**config.mk**
```make
export PLATFORM = sky130hd
export DESIGN_NAME = sleep_wake_ctrl
export DESIGN_NICKNAME = d
export VERILOG_FILES = /design/src/rtl/swc_pkg.sv /design/src/rtl/swc_cfg_regs.sv /design/src/rtl/swc_irq_detect.sv /design/src/rtl/swc_event_latch.sv /design/src/rtl/swc_power_fsm.sv /design/src/rtl/sleep_wake_ctrl.sv
export SDC_FILE = /design/constraint.sdc
export NUM_CORES = 1
export LEC_CHECK = 0
export ABC_AREA = 1
export BUFFER_PORTS_ARGS = -buffer_cell sky130_fd_sc_hd__buf_2
export CAP_MARGIN = 20
export CORE_MARGIN = 10
export CORE_UTILIZATION = 39
export DETAILED_ROUTE_END_ITERATION = 6
export HOLD_SLACK_MARGIN = 0.08
export PLACE_DENSITY = 0.95
export SLEW_MARGIN = 0
export SYNTH_ARGS = -nofsm -noshare
export SYNTH_HDL_FRONTEND = slang
export SYNTH_SLANG_ARGS = --single-unit
```
**constraint.sdc**
```tcl
create_clock -name clk -period 2.4 [get_ports clk]
set_clock_uncertainty 0.15 [all_clocks]
set_input_delay 0.6 -clock clk [delete_from_list [all_inputs] [get_ports clk]]
set_output_delay 0.6 -clock clk [all_outputs]
set_load 0.01 [all_outputs]
```
**src/rtl/swc_pkg.sv**
```systemverilog
package swc_pkg;
  localparam int unsigned CFG_EOP_BIT  = 4;
  localparam int unsigned CFG_DEEP_BIT = 2;
  localparam int unsigned CFG_SOE_BIT  = 1;
  localparam int unsigned RST_REQ_BIT  = 2;

  typedef enum logic [1:0] {
    PS_RUN  = 2'd0,
    PS_WFE  = 2'd1,
    PS_WFI  = 2'd2,
    PS_WAKE = 2'd3
  } pstate_t;

  // Event source: explicit send-event, or any fresh pending bit when enabled.
  function automatic logic event_source(input logic sev, input logic any_rise,
                                        input logic eop);
    return sev | (eop & any_rise);
  endfunction

  // Packs configuration fields into read word positions.
  function automatic logic [31:0] pack_cfg(input logic eop, input logic deep,
                                           input logic soe);
    logic [31:0] w;
    w = '0;
    w[CFG_EOP_BIT]  = eop;
    w[CFG_DEEP_BIT] = deep;
    w[CFG_SOE_BIT]  = soe;
    return w;
  endfunction
endpackage

```
**src/rtl/swc_cfg_regs.sv**
```systemverilog
module swc_cfg_regs
  import swc_pkg::*;
#(
  parameter int unsigned DATA_W = 32
) (
  input  logic              clk,
  input  logic              rst_n,
  input  logic              sel,
  input  logic              wr,
  input  logic [DATA_W-1:0] wdata,
  output logic [DATA_W-1:0] rdata,
  output logic              eop,
  output logic              deep,
  output logic              soe,
  output logic              rst_req
);
  logic        cfg_wr;
  logic        rst_wr;
  logic [31:0] cfg_word;
  logic        unused_wdata;

  assign cfg_wr       = wr & ~sel;
  assign rst_wr       = wr & sel & wdata[RST_REQ_BIT];
  assign unused_wdata = ^wdata;

  always_ff @(posedge clk or negedge rst_n) begin
    if (!rst_n) begin
      eop     <= 1'b0;
      deep    <= 1'b0;
      soe     <= 1'b0;
      rst_req <= 1'b0;
    end else begin
      rst_req <= rst_wr;
      if (cfg_wr) begin
        eop  <= wdata[CFG_EOP_BIT];
        deep <= wdata[CFG_DEEP_BIT];
        soe  <= wdata[CFG_SOE_BIT];
      end
    end
  end

  assign cfg_word = pack_cfg(eop, deep, soe);

  always_comb begin
    rdata = '0;
    if (!sel) rdata = cfg_word[DATA_W-1:0];
  end

  // a reset pulse only follows a qualifying write
  p_rst_req_src_r3: assert property (@(posedge clk) disable iff (!rst_n)
    rst_req |-> $past(wr && sel && wdata[RST_REQ_BIT]));

  // fields hold when no configuration write occurs
  p_cfg_hold_r2: assert property (@(posedge clk) disable iff (!rst_n)
    !(wr && !sel) |=> $stable({eop, deep, soe}));
endmodule

```
**src/rtl/swc_irq_detect.sv**
```systemverilog
module swc_irq_detect #(
  parameter int unsigned NUM_IRQ = 8
) (
  input  logic               clk,
  input  logic               rst_n,
  input  logic [NUM_IRQ-1:0] pend,
  input  logic [NUM_IRQ-1:0] en,
  output logic               any_rise,
  output logic               any_en_pend
);
  logic [NUM_IRQ-1:0] pend_q;
  logic [NUM_IRQ-1:0] rise;
  logic [NUM_IRQ-1:0] en_pend;

  for (genvar i = 0; i < NUM_IRQ; i++) begin : g_line
    always_ff @(posedge clk or negedge rst_n) begin
      if (!rst_n) pend_q[i] <= 1'b0;
      else        pend_q[i] <= pend[i];
    end
    assign rise[i]    = pend[i] & ~pend_q[i];
    assign en_pend[i] = pend[i] & en[i];
  end

  assign any_rise    = |rise;
  assign any_en_pend = |en_pend;

  // a detected rise means some bit was low last cycle
  p_rise_fresh_r5: assert property (@(posedge clk) disable iff (!rst_n)
    any_rise |-> ($countones(pend & ~$past(pend)) != 0));
endmodule

```
**src/rtl/swc_event_latch.sv**
```systemverilog
module swc_event_latch (
  input  logic clk,
  input  logic rst_n,
  input  logic set,
  input  logic clr,
  output logic q
);
  always_ff @(posedge clk or negedge rst_n) begin
    if (!rst_n)   q <= 1'b0;
    else if (clr) q <= 1'b0;
    else if (set) q <= 1'b1;
  end
endmodule

```
**src/rtl/swc_power_fsm.sv**
```systemverilog
module swc_power_fsm
  import swc_pkg::*;
(
  input  logic clk,
  input  logic rst_n,
  input  logic wfe_stb,
  input  logic wfi_stb,
  input  logic exc_ret_stb,
  input  logic soe,
  input  logic deep_cfg,
  input  logic evt_src,
  input  logic en_pend,
  input  logic latch_q,
  output logic latch_set,
  output logic latch_clr,
  output logic awake,
  output logic sleep_o,
  output logic deep_o,
  output logic wake_o
);
  pstate_t state, nxt;
  logic    consume;
  logic    deep_q;

  always_comb begin
    nxt     = state;
    consume = 1'b0;
    unique case (state)
      PS_RUN: begin
        if (wfe_stb) begin
          if (latch_q || evt_src) consume = 1'b1;
          else                    nxt = PS_WFE;
        end else if (wfi_stb) begin
          if (!en_pend) nxt = PS_WFI;
        end else if (exc_ret_stb && soe) begin
          if (!en_pend) nxt = PS_WFI;
        end
      end
      PS_WFE: begin
        if (evt_src || en_pend) begin
          nxt     = PS_WAKE;
          consume = evt_src;
        end
      end
      PS_WFI:  if (en_pend) nxt = PS_WAKE;
      PS_WAKE: nxt = PS_RUN;
      default: nxt = PS_RUN;
    endcase
  end

  assign latch_set = evt_src & ~consume;
  assign latch_clr = consume;

  always_ff @(posedge clk or negedge rst_n) begin
    if (!rst_n) begin
      state  <= PS_RUN;
      deep_q <= 1'b0;
    end else begin
      state <= nxt;
      if (nxt == PS_RUN)                          deep_q <= 1'b0;
      else if (state == PS_RUN && nxt != PS_RUN)  deep_q <= deep_cfg;
    end
  end

  assign awake   = (state == PS_RUN);
  assign sleep_o = (state != PS_RUN);
  assign wake_o  = (state == PS_WAKE);
  assign deep_o  = deep_q;

  // the sleep flag drops right after the wake pulse
  p_wake_ends_sleep_r4: assert property (@(posedge clk) disable iff (!rst_n)
    wake_o |=> !sleep_o);

  // a wait-for-interrupt sleep persists without an enabled pending line
  p_wfi_needs_irq_r4: assert property (@(posedge clk) disable iff (!rst_n)
    (state == PS_WFI && !en_pend) |=> (state == PS_WFI));

  // the mode flag is constant across a sleep
  p_deep_stable_r8: assert property (@(posedge clk) disable iff (!rst_n)
    (sleep_o && $past(sleep_o)) |-> $stable(deep_o));

  // the wake cycle always returns to run regardless of strobes
  p_wake_one_cycle_r11: assert property (@(posedge clk) disable iff (!rst_n)
    wake_o |=> awake);
endmodule

```
**src/rtl/sleep_wake_ctrl.sv**
```systemverilog
module sleep_wake_ctrl
  import swc_pkg::*;
#(
  parameter int unsigned NUM_IRQ = 8,
  parameter int unsigned DATA_W  = 32
) (
  input  logic               clk,
  input  logic               rst_n,
  input  logic               reg_sel,
  input  logic               reg_wr,
  input  logic [DATA_W-1:0]  reg_wdata,
  output logic [DATA_W-1:0]  reg_rdata,
  input  logic               wfe_stb,
  input  logic               wfi_stb,
  input  logic               sev_stb,
  input  logic               exc_ret_stb,
  input  logic [NUM_IRQ-1:0] irq_pend,
  input  logic [NUM_IRQ-1:0] irq_en,
  output logic               sleep_o,
  output logic               deep_o,
  output logic               wake_o,
  output logic               sys_reset_req_o
);
  logic cfg_eop, cfg_deep, cfg_soe;
  logic any_rise, any_en_pend;
  logic evt_src;
  logic latch_set, latch_clr, latch_q;
  logic awake;

  swc_cfg_regs #(.DATA_W(DATA_W)) u_cfg (
    .clk(clk), .rst_n(rst_n), .sel(reg_sel), .wr(reg_wr), .wdata(reg_wdata),
    .rdata(reg_rdata), .eop(cfg_eop), .deep(cfg_deep), .soe(cfg_soe),
    .rst_req(sys_reset_req_o)
  );

  swc_irq_detect #(.NUM_IRQ(NUM_IRQ)) u_irq (
    .clk(clk), .rst_n(rst_n), .pend(irq_pend), .en(irq_en),
    .any_rise(any_rise), .any_en_pend(any_en_pend)
  );

  assign evt_src = event_source(sev_stb, any_rise, cfg_eop);

  swc_event_latch u_latch (
    .clk(clk), .rst_n(rst_n), .set(latch_set), .clr(latch_clr), .q(latch_q)
  );

  swc_power_fsm u_fsm (
    .clk(clk), .rst_n(rst_n), .wfe_stb(wfe_stb), .wfi_stb(wfi_stb),
    .exc_ret_stb(exc_ret_stb), .soe(cfg_soe), .deep_cfg(cfg_deep),
    .evt_src(evt_src), .en_pend(any_en_pend), .latch_q(latch_q),
    .latch_set(latch_set), .latch_clr(latch_clr), .awake(awake),
    .sleep_o(sleep_o), .deep_o(deep_o), .wake_o(wake_o)
  );

  // a set latch makes wait-for-event return without sleeping
  p_consume_r7: assert property (@(posedge clk) disable iff (!rst_n)
    (awake && wfe_stb && latch_q) |=> (!sleep_o && !latch_q));

  // with the option off, no disabled rise wakes a wait-for-event sleep
  p_eop_off_r6: assert property (@(posedge clk) disable iff (!rst_n)
    (!cfg_eop && sleep_o && !wake_o && !sev_stb && !any_en_pend && !$past(awake))
      |=> !wake_o);

  // a wait-for-interrupt sleep keeps a set latch
  p_wfi_keeps_latch_r10: assert property (@(posedge clk) disable iff (!rst_n)
    (latch_q && sleep_o) |=> latch_q);
endmodule

```
==> impl_metrics.env, run 1 <==
export IMPL_via_per_inst=3.86
export IMPL_io_buffers=33
export IMPL_comb_power_share_pct=34.2
export IMPL_hp_start="irq_pend[1]"
export IMPL_period_needed_ns=1.86
export IMPL_ir_drop_v=0.000283
export IMPL_timing_final_ws_setup_ns=0.539
export IMPL_power_mw=0.779
export IMPL_synth_top_family_by_area="buffers and inverters"
export IMPL_grt_overflow_total=0
export IMPL_grt_use_total_pct=8.38
export IMPL_fillCellCount=265
export IMPL_fmax_ghz=0.537
export IMPL_cts_num_sinks=16
export IMPL_synth_avg_cell_area_um2=7.38
export IMPL_insertion_delay_ns=0.28
export IMPL_hold_path_class="input port to register"
export IMPL_drv_cap=0
export IMPL_root_buffer="clkbuf_4"
export IMPL_power_density_nw_per_um2=697
export IMPL_vias=771
export IMPL_min_path_cells=1
export IMPL_cp_max_fo=5
export IMPL_worst_setup_path_start_kind="register"
export IMPL_r2r_slack_ns=1.09
export IMPL_totalWireLength_um=2160
export IMPL_r2r_start="u_irq.pend_q[2]"
export IMPL_die_h_um=70.2
export IMPL_post_cts_buffers=0
export IMPL_setup_tns_ns=0
export IMPL_route_detailed_drc=0
export IMPL_antennaDiodeCount=0
export IMPL_p_clk_share_pct=22.1
export IMPL_synth_adder_area_share_pct=0
export IMPL_multi_input_area_um2=393
export IMPL_hold_path_end="u_irq.pend_q[1]"
export IMPL_gp_congestion=0.776
export IMPL_pwr_share_seq_pct=43.8
export IMPL_reg2reg_depth=11
export IMPL_grt_pass1_wl_um=3510
export IMPL_synth_compound_area_share_pct=3.57
export IMPL_ioPinCount=92
export IMPL_grt_max_degree=17
export IMPL_slew_violations=0
export IMPL_outcome="completed"
export IMPL_rsz0062_at_grt="no"
export IMPL_path_clk_slew_ns=0.09
export IMPL_core_area_um2=2430
export IMPL_clockBufferDepth=2
export IMPL_synthMuxAreaShare_pct=0
export IMPL_dp_slack_ns=0.691
export IMPL_synth_xor_area_share_pct=0
export IMPL_synthSimpleGateAreaFrac_pct=25.4
export IMPL_min_period_over_period_pct=77.6
export IMPL_num_rows=18
export IMPL_drive_above_1_share_pct=25.9
export IMPL_ys_warn_count=0
export IMPL_critPathCaptureType="output port"
export IMPL_cts_buffers_inserted=3
export IMPL_fp_dieArea_um2=4920
export IMPL_crit_required_ns=1.65
export IMPL_switching_share_pct=35.6
export IMPL_worstSetupPathType="register to output port"
export IMPL_grt_pass1_vias=809
export IMPL_firstDrtPassIters=3
export IMPL_ys_ff_latch=16
export IMPL_cp_arrival_ns=1.11
export IMPL_p_leak_nw=0.711
export IMPL_dpl_hpwl_um=1900
export IMPL_syn_inst=133
export IMPL_netSwitchingPower_mw=0.277
export IMPL_antenna_found_initial=0
export IMPL_holdWs_ns=0.303
export IMPL_htreeDepth=1
export IMPL_p_int_mw=0.501
export IMPL_start_util_pct=40.3
export IMPL_die_w_um=70.2
export IMPL_fin_nets=227
export IMPL_tritoncts="built"
export IMPL_finalSetupViolCount=0
export IMPL_synth_cell_types=14
export IMPL_ys_seq_area_share_pct=40.8
export IMPL_regArea_um2=400
export IMPL_syn_area_um2=981
export IMPL_r2r_end="u_fsm.deep_o"
export IMPL_area_delta_synth_final_pct=13.9
export IMPL_timing_hold_violations_final=0
export IMPL_drtIter0Drc=15
export IMPL_ant_nets=0
export IMPL_wl_per_cell_um=10.8
==> state kept, by name, summed over array words and instances (netlist names) <==
name	cells
u_latch.q	1
u_cfg.soe	1
u_cfg.rst_req	1
u_irq.pend_q	8
u_fsm.state	2
u_fsm.deep_o	1
u_cfg.eop	1
u_cfg.deep	1
==> synth_stat cells, drive strengths merged <==
library cell / count / area, um2
a21oi: 5 / 25.0
buf: 29 / 218
conb: 1 / 3.75
dfrtp: 16 / 400
inv: 20 / 75.1
nand2: 40 / 155
nand3: 1 / 5.00
nand4: 1 / 6.26
nor2: 18 / 82.6
o21ai: 2 / 10.0
==> worst max-delay path by stage <==
stage                        start           end  slack [ns]  depth (start not counted)
CTS                 u_fsm.state[0]       sleep_o        0.53                          3
global route        u_fsm.state[0]       sleep_o        0.46                          3
detailed placement         reg_sel  reg_rdata[2]        0.69                          3
global placement           reg_sel  reg_rdata[2]        0.69                          3
floorplan                  reg_sel  reg_rdata[1]        0.88                          1
finish              u_fsm.state[0]       sleep_o        0.54                          3
==> power by group through the flow <==
stage | Combinational [mW] | Sequential, mW | Clock (mW)
5_1_grt | 0.307 | 0.349 | 0.196
3_3_place_gp | 0.257 | 0.344 | 0
6_report | 0.266 | 0.341 | 0.172
3_5_place_dp | 0.263 | 0.347 | 0
2_1_floorplan | 0.214 | 0.344 | 0
4_1_cts | 0.266 | 0.342 | 0.179
==> timing repair <==
action,4_1_cts,5_1_grt
hold endpoints to repair,16,0
gates resized for setup,0,0
hold buffers,1,0
==> routing by layer <==
metal | track usage (%) | part of all wire, % | vias up
met2 | 15.3 | 52 | 29
met4 | 4.61 | 1.6 | 0
met3 | 2.97 | 7.9 | 2
met5 | 0 | 0 | -
li1 | - | - | 405
met1 | 7.92 | 38 | 335
==> metrics by stage <==
stage                     cell area, um2  util, %  cells
after floorplan                     1090        -    161
after CTS                           1120     45.9    200
after detailed placement            1070     44.0    195
after global routing                1120     45.9    200
after global placement              1070     44.0    195
final                               1120     45.9    200
==> cell usage in the layout (no fill, tap or decap) <==
cell type      instances
dfrtp_1               16
clkbuf_4               3
dlygate4sd3_1          1
a21oi_1                5
nand2_1               38
nand4_1                1
o21ai_0                2
nand2_2                2
nor2_1                14
clkbuf_8               1
inv_2                  1
nor2_2                 3
conb_1                29
nor2_4                 1
buf_2                 33
inv_1                 19
nand3_1                1
==> cell families (layout without fill, tap and decap cells) <==
logic type,after synthesis,after routing
other cells,1,29
buf+inv,49,58
simple gates,60,60
flops,16,16
compound gates,7,7
==> critical path, stage by stage, from the launching register on <==
cell     delay (ns)
dfrtp_1        0.44
nor2_2         0.17
inv_2          0.08
buf_2          0.15
==> cell type report <==
cell class | count | share of cell area (%)
clock buffers | 4 | 3.25
repair buffers | 34 | 15.7
inverters | 20 | 6.72
multi-input cells | 96 | 35.2
flip-flops and latches | 16 | 35.8
well taps | 30 | 3.36
Power figures use the tool's default switching activity.
==> run 2, diff against run 1 <==
Settings changed: CORE_UTILIZATION 39 to 33, PLACE_DENSITY 0.95 to 0.87.
Clock period 2.4 ns to 1.5 ns, I/O delays scaled along.
==> run 2 against run 1 <==
Against the previous run:
- the flow now finishes with violations (negative setup slack)
- global-route usage is 0.63 points higher
- power is 84% higher
- final area is 15% higher
- sequential share of layout area is 4.6 points lower
- first-iteration DRC count is 130% higher
- via count is 11% higher
- critical endpoint unchanged
==> impl_metrics.env, run 2 (same netlist as run 1, synthesis figures left out) <==
export IMPL_worstSetupPathType="register to output port"
export IMPL_gp_congestion=0.796
export IMPL_antennaDiodeCount=0
export IMPL_min_path_cells=3
export IMPL_grt_use_met1_pct=8.50
export IMPL_comb_power_share_pct=46.8
export IMPL_layout_commonest_cell="nand2_1"
export IMPL_clockBufferDepth=2
export IMPL_r2r_slack_ns=0.06
export IMPL_fin_nets=243
export IMPL_worst_setup_path_start_kind="register"
export IMPL_period_needed_ns=1.56
export IMPL_violations="negative setup slack"
export IMPL_wl_per_cell_um=11.5
export IMPL_via_per_inst=3.96
export IMPL_drtIter0Drc=34
export IMPL_crit_required_ns=0.97
export IMPL_placed_cells=196
export IMPL_grt_util_met3_pct=2.39
export IMPL_grt_overflow_total=0
export IMPL_drv_cap=0
export IMPL_ir_drop_v=0.000426
export IMPL_final_cells=216
export IMPL_hp_start="reg_wdata[2]"
export IMPL_cp_arrival_ns=1.04
export IMPL_power_density_nw_per_um2=1120
export IMPL_min_period_over_period_pct=104
export IMPL_critPathCaptureType="output port"
export IMPL_power_mw=1.43
export IMPL_reg2reg_depth=8
export IMPL_grt_max_degree=17
export IMPL_firstDrtPassIters=4
export IMPL_use_met2_pct=16.9
export IMPL_antenna_found_initial=0
export IMPL_htreeDepth=1
export IMPL_area_delta_synth_final_pct=30.5
export IMPL_grt_busiest_layer="met2"
export IMPL_timing_final_ws_setup_ns=-0.0630
export IMPL_die_h_um=74.5
export IMPL_fmax_ghz=0.640
export IMPL_ioPinCount=92
export IMPL_fp_dieArea_um2=5550
export IMPL_ant_nets=0
export IMPL_slew_violations=0
export IMPL_path_clk_slew_ns=0.09
export IMPL_die_w_um=74.5
export IMPL_cts_buffers_inserted=3
export IMPL_finalSetupViolCount=2
export IMPL_num_rows=19
export IMPL_grt_use_total_pct=9.01
export IMPL_rsz0062_at_grt="yes"
export IMPL_grt_pass1_vias=947
export IMPL_pwr_share_seq_pct=37.7
export IMPL_cp_startpoint="u_fsm.state[1]"
export IMPL_netSwitchingPower_mw=0.517
export IMPL_switching_share_pct=36.1
export IMPL_setup_tns_ns=-0.104
export IMPL_grt_pass1_wl_um=3950
export IMPL_route_detailed_drc=0
export IMPL_largest_register="u_irq.pend_q"
export IMPL_p_int_mw=0.914
export IMPL_outcome="complete, but fails checks"
export IMPL_timing_hold_violations_final=0
export IMPL_root_buffer="clkbuf_4"
export IMPL_p_leak_nw=0.779
export IMPL_io_buffers=33
export IMPL_start_util_pct=35.0
export IMPL_drive_above_1_share_pct=32.4
export IMPL_insertion_delay_ns=0.28
export IMPL_totalWireLength_um=2470
export IMPL_vias=856
export IMPL_hold_path_class="input port to register"
export IMPL_tritoncts="built"
export IMPL_r2r_start="u_fsm.state[1]"
export IMPL_reg_top3="u_irq.pend_q x8, u_fsm.state x2"
export IMPL_p_clk_share_pct=15.5
export IMPL_cts_num_sinks=16
export IMPL_largest_reg_flops=8
export IMPL_cp_max_fo=2
export IMPL_dpl_hpwl_um=1970
export IMPL_core_area_um2=2810
export IMPL_layout_common_cells="nand2_1 (36), buf_2 (31), conb_1 (29)"
export IMPL_final_core_util_pct=45.6
[run 2: metal layers]
metal	vias up	part of all wire (%)
met5	-	0
met4	0	3.2
met3	8	8.2
met2	32	54
met1	378	35
li1	438	-
[run 2: layout make-up]
class / instances / area [um2]
Clock buffer: 3 / 22.5
Inverter: 20 / 75.1
Fill cell: 302 / 1530
Multi-Input combinational cell: 96 / 408
Tap cell: 31 / 38.8
Timing Repair Buffer: 50 / 335
Sequential cell: 16 / 400
[run 2: metrics by stage]
stage	instance area [um2]	hold slack, ns	setup WS (ns)
after CTS	1230	0.154	-0.0636
final	1280	0.162	-0.0630
after global routing	1280	0.160	-0.119
after global placement	1070	0.152	0.0478
after floorplan	1090	-0.0706	0.257
after detailed placement	1070	0.156	0.00527
[run 2: power groups by stage]
stage	clock network, mW	logic, mW	registers (mW)
2_1_floorplan	0	0.342	0.550
3_3_place_gp	0	0.414	0.551
3_5_place_dp	0	0.430	0.553
4_1_cts	0.230	0.579	0.537
5_1_grt	0.250	0.746	0.548
6_report	0.222	0.670	0.539
[run 2: worst paths after layout]
| path | to |
|---|---|
| worst min-delay path | u_cfg.rst_req |
| max in group asynchronous | u_irq.pend_q[5] |
| worst max register to register | u_fsm.deep_o |
| worst min register to register | u_fsm.deep_o |
| worst max-delay path | sleep_o |
| min in group asynchronous | u_irq.pend_q[6] |
[run 2: worst max-delay path, cell delays in order (launching register included)]
cell and delay [ns]:
dfrtp_1 0.41, nor2_2 0.16, inv_2 0.06, buf_6 0.12
[run 2: what timing repair did]
action                                  in CTS  in global routing
hold endpoints to repair                    24                  0
endpoints found under the setup margin       1                  6
hold buffers                                 9                  0
gates resized for setup                      4                  9
setup buffers                                4                  5
pin swaps                                    1                  3
gates cloned                                 0                  0
